## src/rtl/isq_pkg.sv

```systemverilog
package isq_pkg;

   typedef enum logic [2:0] {
      SQ_IDLE    = 3'd0,
      SQ_CANCEL  = 3'd1,
      SQ_PUSH    = 3'd2,
      SQ_VECTOR  = 3'd3,
      SQ_POP     = 3'd4,
      SQ_RESTORE = 3'd5
   } sq_state_t;

endpackage

```

## src/rtl/isq_req_sample.sv

```systemverilog
module isq_req_sample #(
   parameter int N_SRC        = 4,
   parameter bit PER_SRC_FLOP = 1'b0
) (
   input  logic             clk,
   input  logic             rst_n,
   input  logic [N_SRC-1:0] src_req,
   input  logic [N_SRC-1:0] src_mask,
   output logic             req_q
);

   if (N_SRC < 1) begin : g_bad_nsrc
      $error("isq_req_sample: N_SRC must be at least 1");
   end

   logic [N_SRC-1:0] gated;

   for (genvar i = 0; i < N_SRC; i++) begin : g_gate
      assign gated[i] = src_req[i] & src_mask[i];
   end

   if (PER_SRC_FLOP) begin : g_flop_each
      logic [N_SRC-1:0] hit_q;
      always_ff @(posedge clk or negedge rst_n) begin
         if (!rst_n) hit_q <= '0;
         else        hit_q <= gated;
      end
      assign req_q = |hit_q;
   end else begin : g_flop_merged
      logic any_q;
      always_ff @(posedge clk or negedge rst_n) begin
         if (!rst_n) any_q <= 1'b0;
         else        any_q <= |gated;
      end
      assign req_q = any_q;
   end

   // masked-off or idle sources never reach the sampled line
   p_mask_gate_r9: assert property (@(posedge clk) disable iff (!rst_n)
      ((src_req & src_mask) == '0) |=> !req_q);

endmodule

```

## src/rtl/isq_arm.sv

```systemverilog
module isq_arm (
   input  logic clk,
   input  logic rst_n,
   input  logic req_q,
   input  logic glb_en,
   input  logic in_service,
   input  logic no_irq_win,
   input  logic reti_exec,
   input  logic inst_done,
   input  logic idle,
   output logic armed_q,
   output logic take
);

   logic eligible;
   logic armed_d;

   assign eligible = req_q & glb_en & ~in_service & ~no_irq_win;

   always_comb begin
      armed_d = 1'b0;
      if (idle && !reti_exec) begin
         if (armed_q) armed_d = ~inst_done;
         else         armed_d = eligible;
      end
   end

   always_ff @(posedge clk or negedge rst_n) begin
      if (!rst_n) armed_q <= 1'b0;
      else        armed_q <= armed_d;
   end

   assign take = armed_q & inst_done & idle & ~reti_exec;

   // a return instruction cancels any acknowledgement
   p_reti_block_r5: assert property (@(posedge clk) disable iff (!rst_n)
      reti_exec |=> !armed_q);

   // no acknowledgement inside a no-interrupt window
   p_window_r6: assert property (@(posedge clk) disable iff (!rst_n)
      (!armed_q && no_irq_win) |=> !armed_q);

   // enable and in-service gate the acknowledgement
   p_gate_r7: assert property (@(posedge clk) disable iff (!rst_n)
      (!armed_q && (!glb_en || in_service)) |=> !armed_q);

   // an acknowledged request waits while the instruction is unfinished
   p_wait_done_r2: assert property (@(posedge clk) disable iff (!rst_n)
      (armed_q && idle && !inst_done && !reti_exec) |=> armed_q);

endmodule

```

## src/rtl/isq_fsm.sv

```systemverilog
module isq_fsm
   import isq_pkg::*;
#(
   parameter int AW = 16
) (
   input  logic          clk,
   input  logic          rst_n,
   input  logic          take,
   input  logic          reti_exec,
   input  logic          ins_clear,
   input  logic [AW-1:0] ret_addr,
   input  logic [AW-1:0] vec_addr,
   input  logic          push_ack,
   input  logic          pop_ack,
   input  logic [AW-1:0] pop_data,
   output logic          idle,
   output logic          fetch_cancel,
   output logic          push_req,
   output logic [AW-1:0] push_data,
   output logic          pop_req,
   output logic          ip_load,
   output logic [AW-1:0] ip_value,
   output logic          in_service,
   output logic          seq_busy
);

   if (AW < 2) begin : g_bad_aw
      $error("isq_fsm: AW must be at least 2");
   end

   sq_state_t     st_q, st_d;
   logic          ins_q;
   logic [AW-1:0] ret_q;
   logic [AW-1:0] ip_q;

   always_comb begin
      st_d = st_q;
      unique case (st_q)
         SQ_IDLE: begin
            if (reti_exec) st_d = SQ_POP;
            else if (take) st_d = SQ_CANCEL;
         end
         SQ_CANCEL:  st_d = SQ_PUSH;
         SQ_PUSH:    if (push_ack) st_d = SQ_VECTOR;
         SQ_VECTOR:  st_d = SQ_IDLE;
         SQ_POP:     if (pop_ack) st_d = SQ_RESTORE;
         SQ_RESTORE: st_d = SQ_IDLE;
         default:    st_d = SQ_IDLE;
      endcase
   end

   always_ff @(posedge clk or negedge rst_n) begin
      if (!rst_n) begin
         st_q  <= SQ_IDLE;
         ins_q <= 1'b0;
         ret_q <= '0;
         ip_q  <= '0;
      end else begin
         st_q <= st_d;
         if (st_q == SQ_IDLE && !reti_exec && take)
            ret_q <= ret_addr;
         if (st_q == SQ_PUSH && push_ack) begin
            ins_q <= 1'b1;
            ip_q  <= vec_addr;
         end else if (st_q == SQ_POP && pop_ack) begin
            ins_q <= 1'b0;
            ip_q  <= pop_data;
         end else if (ins_clear) begin
            ins_q <= 1'b0;
         end
      end
   end

   assign idle         = (st_q == SQ_IDLE);
   assign fetch_cancel = (st_q == SQ_CANCEL);
   assign push_req     = (st_q == SQ_PUSH);
   assign push_data    = ret_q;
   assign pop_req      = (st_q == SQ_POP);
   assign ip_load      = (st_q == SQ_VECTOR) || (st_q == SQ_RESTORE);
   assign ip_value     = ip_q;
   assign in_service   = ins_q;
   assign seq_busy     = ~idle;

   // cancel is followed directly by the push request
   p_cancel_push_r3: assert property (@(posedge clk) disable iff (!rst_n)
      fetch_cancel |=> push_req);

   // an unanswered push keeps its request and its address
   p_push_hold_r3: assert property (@(posedge clk) disable iff (!rst_n)
      (push_req && !push_ack) |=> (push_req && $stable(push_data)));

   // completed push sets in-service and loads the vector
   p_push_vec_r3: assert property (@(posedge clk) disable iff (!rst_n)
      (push_req && push_ack) |=> (in_service && ip_load && ip_value == $past(vec_addr)));

   // completed pop clears in-service and restores the address
   p_pop_ret_r4: assert property (@(posedge clk) disable iff (!rst_n)
      (pop_req && pop_ack) |=> (!in_service && ip_load && ip_value == $past(pop_data)));

   // at most one sequencing strobe per cycle
   p_one_strobe_r3: assert property (@(posedge clk) disable iff (!rst_n)
      $onehot0({fetch_cancel, push_req, pop_req, ip_load}));

endmodule

```

## src/rtl/irq_call_seq.sv

```systemverilog
module irq_call_seq #(
   parameter int N_SRC        = 4,
   parameter int AW           = 16,
   parameter bit PER_SRC_FLOP = 1'b0
) (
   input  logic             clk,
   input  logic             rst_n,
   input  logic [N_SRC-1:0] src_req,
   input  logic [N_SRC-1:0] src_mask,
   input  logic             glb_en,
   input  logic             inst_done,
   input  logic             no_irq_win,
   input  logic             reti_exec,
   input  logic             ins_clear,
   input  logic [AW-1:0]    ret_addr,
   input  logic [AW-1:0]    vec_addr,
   output logic             fetch_cancel,
   output logic             push_req,
   output logic [AW-1:0]    push_data,
   input  logic             push_ack,
   output logic             pop_req,
   input  logic             pop_ack,
   input  logic [AW-1:0]    pop_data,
   output logic             ip_load,
   output logic [AW-1:0]    ip_value,
   output logic             in_service,
   output logic             seq_busy
);

   logic req_q;
   logic armed_q;
   logic take;
   logic idle;

   isq_req_sample #(
      .N_SRC        (N_SRC),
      .PER_SRC_FLOP (PER_SRC_FLOP)
   ) u_sample (
      .clk      (clk),
      .rst_n    (rst_n),
      .src_req  (src_req),
      .src_mask (src_mask),
      .req_q    (req_q)
   );

   isq_arm u_arm (
      .clk        (clk),
      .rst_n      (rst_n),
      .req_q      (req_q),
      .glb_en     (glb_en),
      .in_service (in_service),
      .no_irq_win (no_irq_win),
      .reti_exec  (reti_exec),
      .inst_done  (inst_done),
      .idle       (idle),
      .armed_q    (armed_q),
      .take       (take)
   );

   isq_fsm #(.AW(AW)) u_fsm (
      .clk          (clk),
      .rst_n        (rst_n),
      .take         (take),
      .reti_exec    (reti_exec),
      .ins_clear    (ins_clear),
      .ret_addr     (ret_addr),
      .vec_addr     (vec_addr),
      .push_ack     (push_ack),
      .pop_ack      (pop_ack),
      .pop_data     (pop_data),
      .idle         (idle),
      .fetch_cancel (fetch_cancel),
      .push_req     (push_req),
      .push_data    (push_data),
      .pop_req      (pop_req),
      .ip_load      (ip_load),
      .ip_value     (ip_value),
      .in_service   (in_service),
      .seq_busy     (seq_busy)
   );

   // fetch cancel only after a stall cycle with an acknowledged request
   p_stall_r1: assert property (@(posedge clk) disable iff (!rst_n)
      fetch_cancel |-> ($past(armed_q) && !$past(fetch_cancel)));

   // busy covers every strobe of both sequences
   p_busy_r11: assert property (@(posedge clk) disable iff (!rst_n)
      (fetch_cancel || push_req || pop_req || ip_load) |-> seq_busy);

endmodule

```

## config.mk

```make
export PLATFORM = sky130hd
export DESIGN_NAME = irq_call_seq
export DESIGN_NICKNAME = d
export VERILOG_FILES = /design/src/rtl/isq_pkg.sv /design/src/rtl/isq_req_sample.sv /design/src/rtl/isq_arm.sv /design/src/rtl/isq_fsm.sv /design/src/rtl/irq_call_seq.sv
export SDC_FILE = /design/constraint.sdc
export NUM_CORES = 1
export LEC_CHECK = 0
export BUFFER_PORTS_ARGS = -buffer_cell sky130_fd_sc_hd__buf_2
export CAP_MARGIN = 20
export CORE_ASPECT_RATIO = 1.25
export CORE_MARGIN = 5
export CORE_UTILIZATION = 47
export DETAILED_ROUTE_END_ITERATION = 12
export PLACE_DENSITY_LB_ADDON = 0.3
export SETUP_SLACK_MARGIN = 0.3
export SLEW_MARGIN = 20
export SYNTH_ARGS = -nofsm -noshare
export SYNTH_HDL_FRONTEND = slang
export SYNTH_HIERARCHICAL = 1
export SYNTH_SLANG_ARGS = --single-unit
```

## constraint.sdc

```tcl
create_clock -name clk -period 4 [get_ports clk]
set_input_delay 0.4 -clock clk [delete_from_list [all_inputs] [get_ports clk]]
set_output_delay 0.4 -clock clk [all_outputs]
set_load 0.01 [all_outputs]
```

==> flow_summary.yaml <==
status:
  status: "finished, final reports clean"
setup_path:
  cp.required_ns: 4.16
  critPathCaptureType: "flop"
  cp_num_buf_inv: 1
  path_cells: "nor3_1 > inv_1 > nor3_1 > or3b_1 > or3_1 > mux2_1"
  startpoint_type: "flop"
  slowest_delay_ns: 0.68
  cpLargestDelayFamily: "simple AND/OR/NAND/NOR gates"
  crit_arrival_ns: 2.93
  crit_top_cell: "nor3_1"
  crit_fanout: 16
  cpMaxStageDelayCell: "or3_1"
  path_class: "reg2reg"
routing:
  wire_per_inst_um: 14.92
  final_antenna_net_count: 0
  drt_pass1_iterations: 3
  num_vias: 1371
  drt-initial-drc-count: 66
  drcViolationCount: 0
  wirelength_mm: 4.043
  via_per_inst: 5.059
floorplan:
  initial_core_util_pct: 48.07
  die_w_um: 65.42
  io_pins: 103
  row_count: 25
  dieHeight_um: 79.27
  coreArea_sq_um: 3754
  die-area_sq_um: 5185
final_layout:
  nNetsFinal: 295
  post_route_cells_drive_above_1_share_pct: 60.17
  area_growth_pct: 34.74
  postLayoutCellArea_sq_um: 2431
  diodes: 0
  fin_util_pct: 64.77
synthesis:
  ys_warn_count: 6
  netlist_area_sq_um: 1804
  synth.yosys.seq_area_share_pct: 52.70
  ys_types: 29
  synth_fp_nets: 193
  ys_ff_latch: 38
  synth_area_leader_cell: "dfrtp_1"
  syn_inst: 128
  synth_top_area_share_pct: 52.70
  ys_top_cells_by_area: "dfrtp_1 53%, mux2_1 13%, mux2_2 9.4%"
  synth_area_per_cell_sq_um: 14.10
sta:
  setup_violations: 0
  fin_skew_ns: 0.005176
  worstMarginPinSlew_ns: 0.8565
  relSlewSlack_pct: 42.90
  finalSetupTns_ns: 0
  drv_slew: 0
  timing.fmax_mhz: 361.4
  rsz0062_at_grt: "no"
  finalHoldViolCount: 0
  setup_slack_ns: 1.233
  final.period_utilization_pct: 69.17
  fin_crit_ns: 2.767
clock_network:
  cts_sinks: 38
  cts-htree-levels: 2
  tritoncts: "yes"
  hold_buffers: 0
  post_cts_resized: 0
  worst_skew_pair.late_latency_ns: 0.28
  cts_root_buffer: "clkbuf_8"
  cts_buffers: 5
  cts_setup_buffers: 0
  cts_max_path_buffers: 2
  clk_pin_slew_worst_paths_ns: 0.07
global_route:
  grt_pass1_wl_mm: 6.479
  grt_remaining_overflow: 0
  grt_pass1_vias: 1482
  grt_max_degree: 39
  groute.usage.overall_pct: 16.14
  antenna_found_initial: 0
placement:
  place_area_sq_um: 2325
  io_buffer_count: 102
  gp_congestion: 0.7797
  hpwlAfterDp_mm: 3.218
  post-place-ws_ns: 1.240
hold_path:
  min_path_type: "in2async"
power:
  max-vdd-ir-drop_mv: 0.4023
  p_per_area_nw_per_um2: 529.6
  p_leak_uw: 0.001314
job:
  max-cap-violations: 0
worst paths after layout:
check,startpoint,end,slack (ns),cells after the start
worst min-delay path,rst_n,u_fsm/ip_value[12],0.21,1
max in group asynchronous,rst_n,u_fsm/st_q[1],3.28,1
worst min register to register,u_fsm/push_data[0],u_fsm/push_data[0],0.49,1
worst max register to register,u_fsm/st_q[0],u_fsm/push_data[4],1.23,6
worst max-delay path,u_fsm/st_q[0],u_fsm/push_data[4],1.23,6
min in group clk,ret_addr[5],u_fsm/push_data[5],0.33,2
metal layers:
metal  GRT usage (%)  up-vias  wire, um
met1           18.54      651      1637
li1                -      660         -
met2           27.86       58      2023
met5               0        -         0
met3           5.233        2       356
met4           5.602        0        25
cells by family (layout without fill, tap and decap cells):
logic type             count (synthesis)  in the layout  share of synthesized area, %
multiplexers                          47             47                         31.35
flip-flops                            38             38                         52.70
AND/OR/NAND/NOR                       23             23                         8.114
buffers and inverters                 10            113                         3.467
AO/OA/AOI/OAI                          9              9                         3.884
XOR/XNOR                               1              1                        0.4855
synth_stat cells (all sizes together):
cell type,n
o21ai,1
xor2,1
dfrtp,38
nor3b,1
nor4bb,2
mux2,46
nand2,4
mux2i,1
o41ai,1
buf,7
clkbuf,1
nand2b,3
nor2,3
and2,1
inv,2
a22oi,2
or3,1
a21oi,3
nand4bb,2
a21o,1
or3b,1
o21bai,1
nor3,3
nand3b,2
per-stage QoR:
step	instances	power (uW)	hold slack [ns]
6_report	271	1288	0.2106
5_1_grt	271	1376	0.2842
4_1_cts	270	1306	0.2403
3_5_place_dp	262	1037	0.4763
3_3_place_gp	262	1023	0.4694
2_1_floorplan	128	839.2	0.1044
area by class of cell:
cell class | instances | area, sq um
Multi-Input combinational cell | 80 | 805.8
Clock inverter | 2 | 12.51
Timing Repair Buffer | 103 | 521.8
Sequential cell | 38 | 950.9
Inverter | 2 | 7.507
Tap cell | 40 | 50.05
Clock buffer | 6 | 82.58
Fill cell | 330 | 1323
sequential cells by signal, indices dropped and copies added (netlist names):
signal and count:
u_arm/armed_q 1, u_fsm/in_service 1, u_fsm/push_data 16, u_sample/req_q 1, u_fsm/st_q 3, u_fsm/ip_value 16
report_power, final:
group,internal [uW],switching [uW],total (uW)
registers,492,83.8,576
clock network,138,127,265
logic,242,205,446
total,872,415,1290
worst register-to-register path, cell delays in order (launching register included):
cell and delay (ns):
dfrtp_1 0.51, nor3_1 0.37, inv_1 0.12, nor3_1 0.16
or3b_1 0.37, or3_1 0.68, mux2_1 0.46
layout by cell type, fill, tap and decap left out, types with 3 or more instances in the layout:
| master | instances |
|---|---|
| clkbuf_8 | 6 |
| nand2b_1 | 3 |
| nand2_1 | 4 |
| mux2_1 | 21 |
| dfrtp_1 | 38 |
| mux2_2 | 15 |
| nor2_1 | 3 |
| buf_2 | 102 |
| nor3_1 | 3 |
| mux2_4 | 10 |
(Power assumes the default switching activity.)
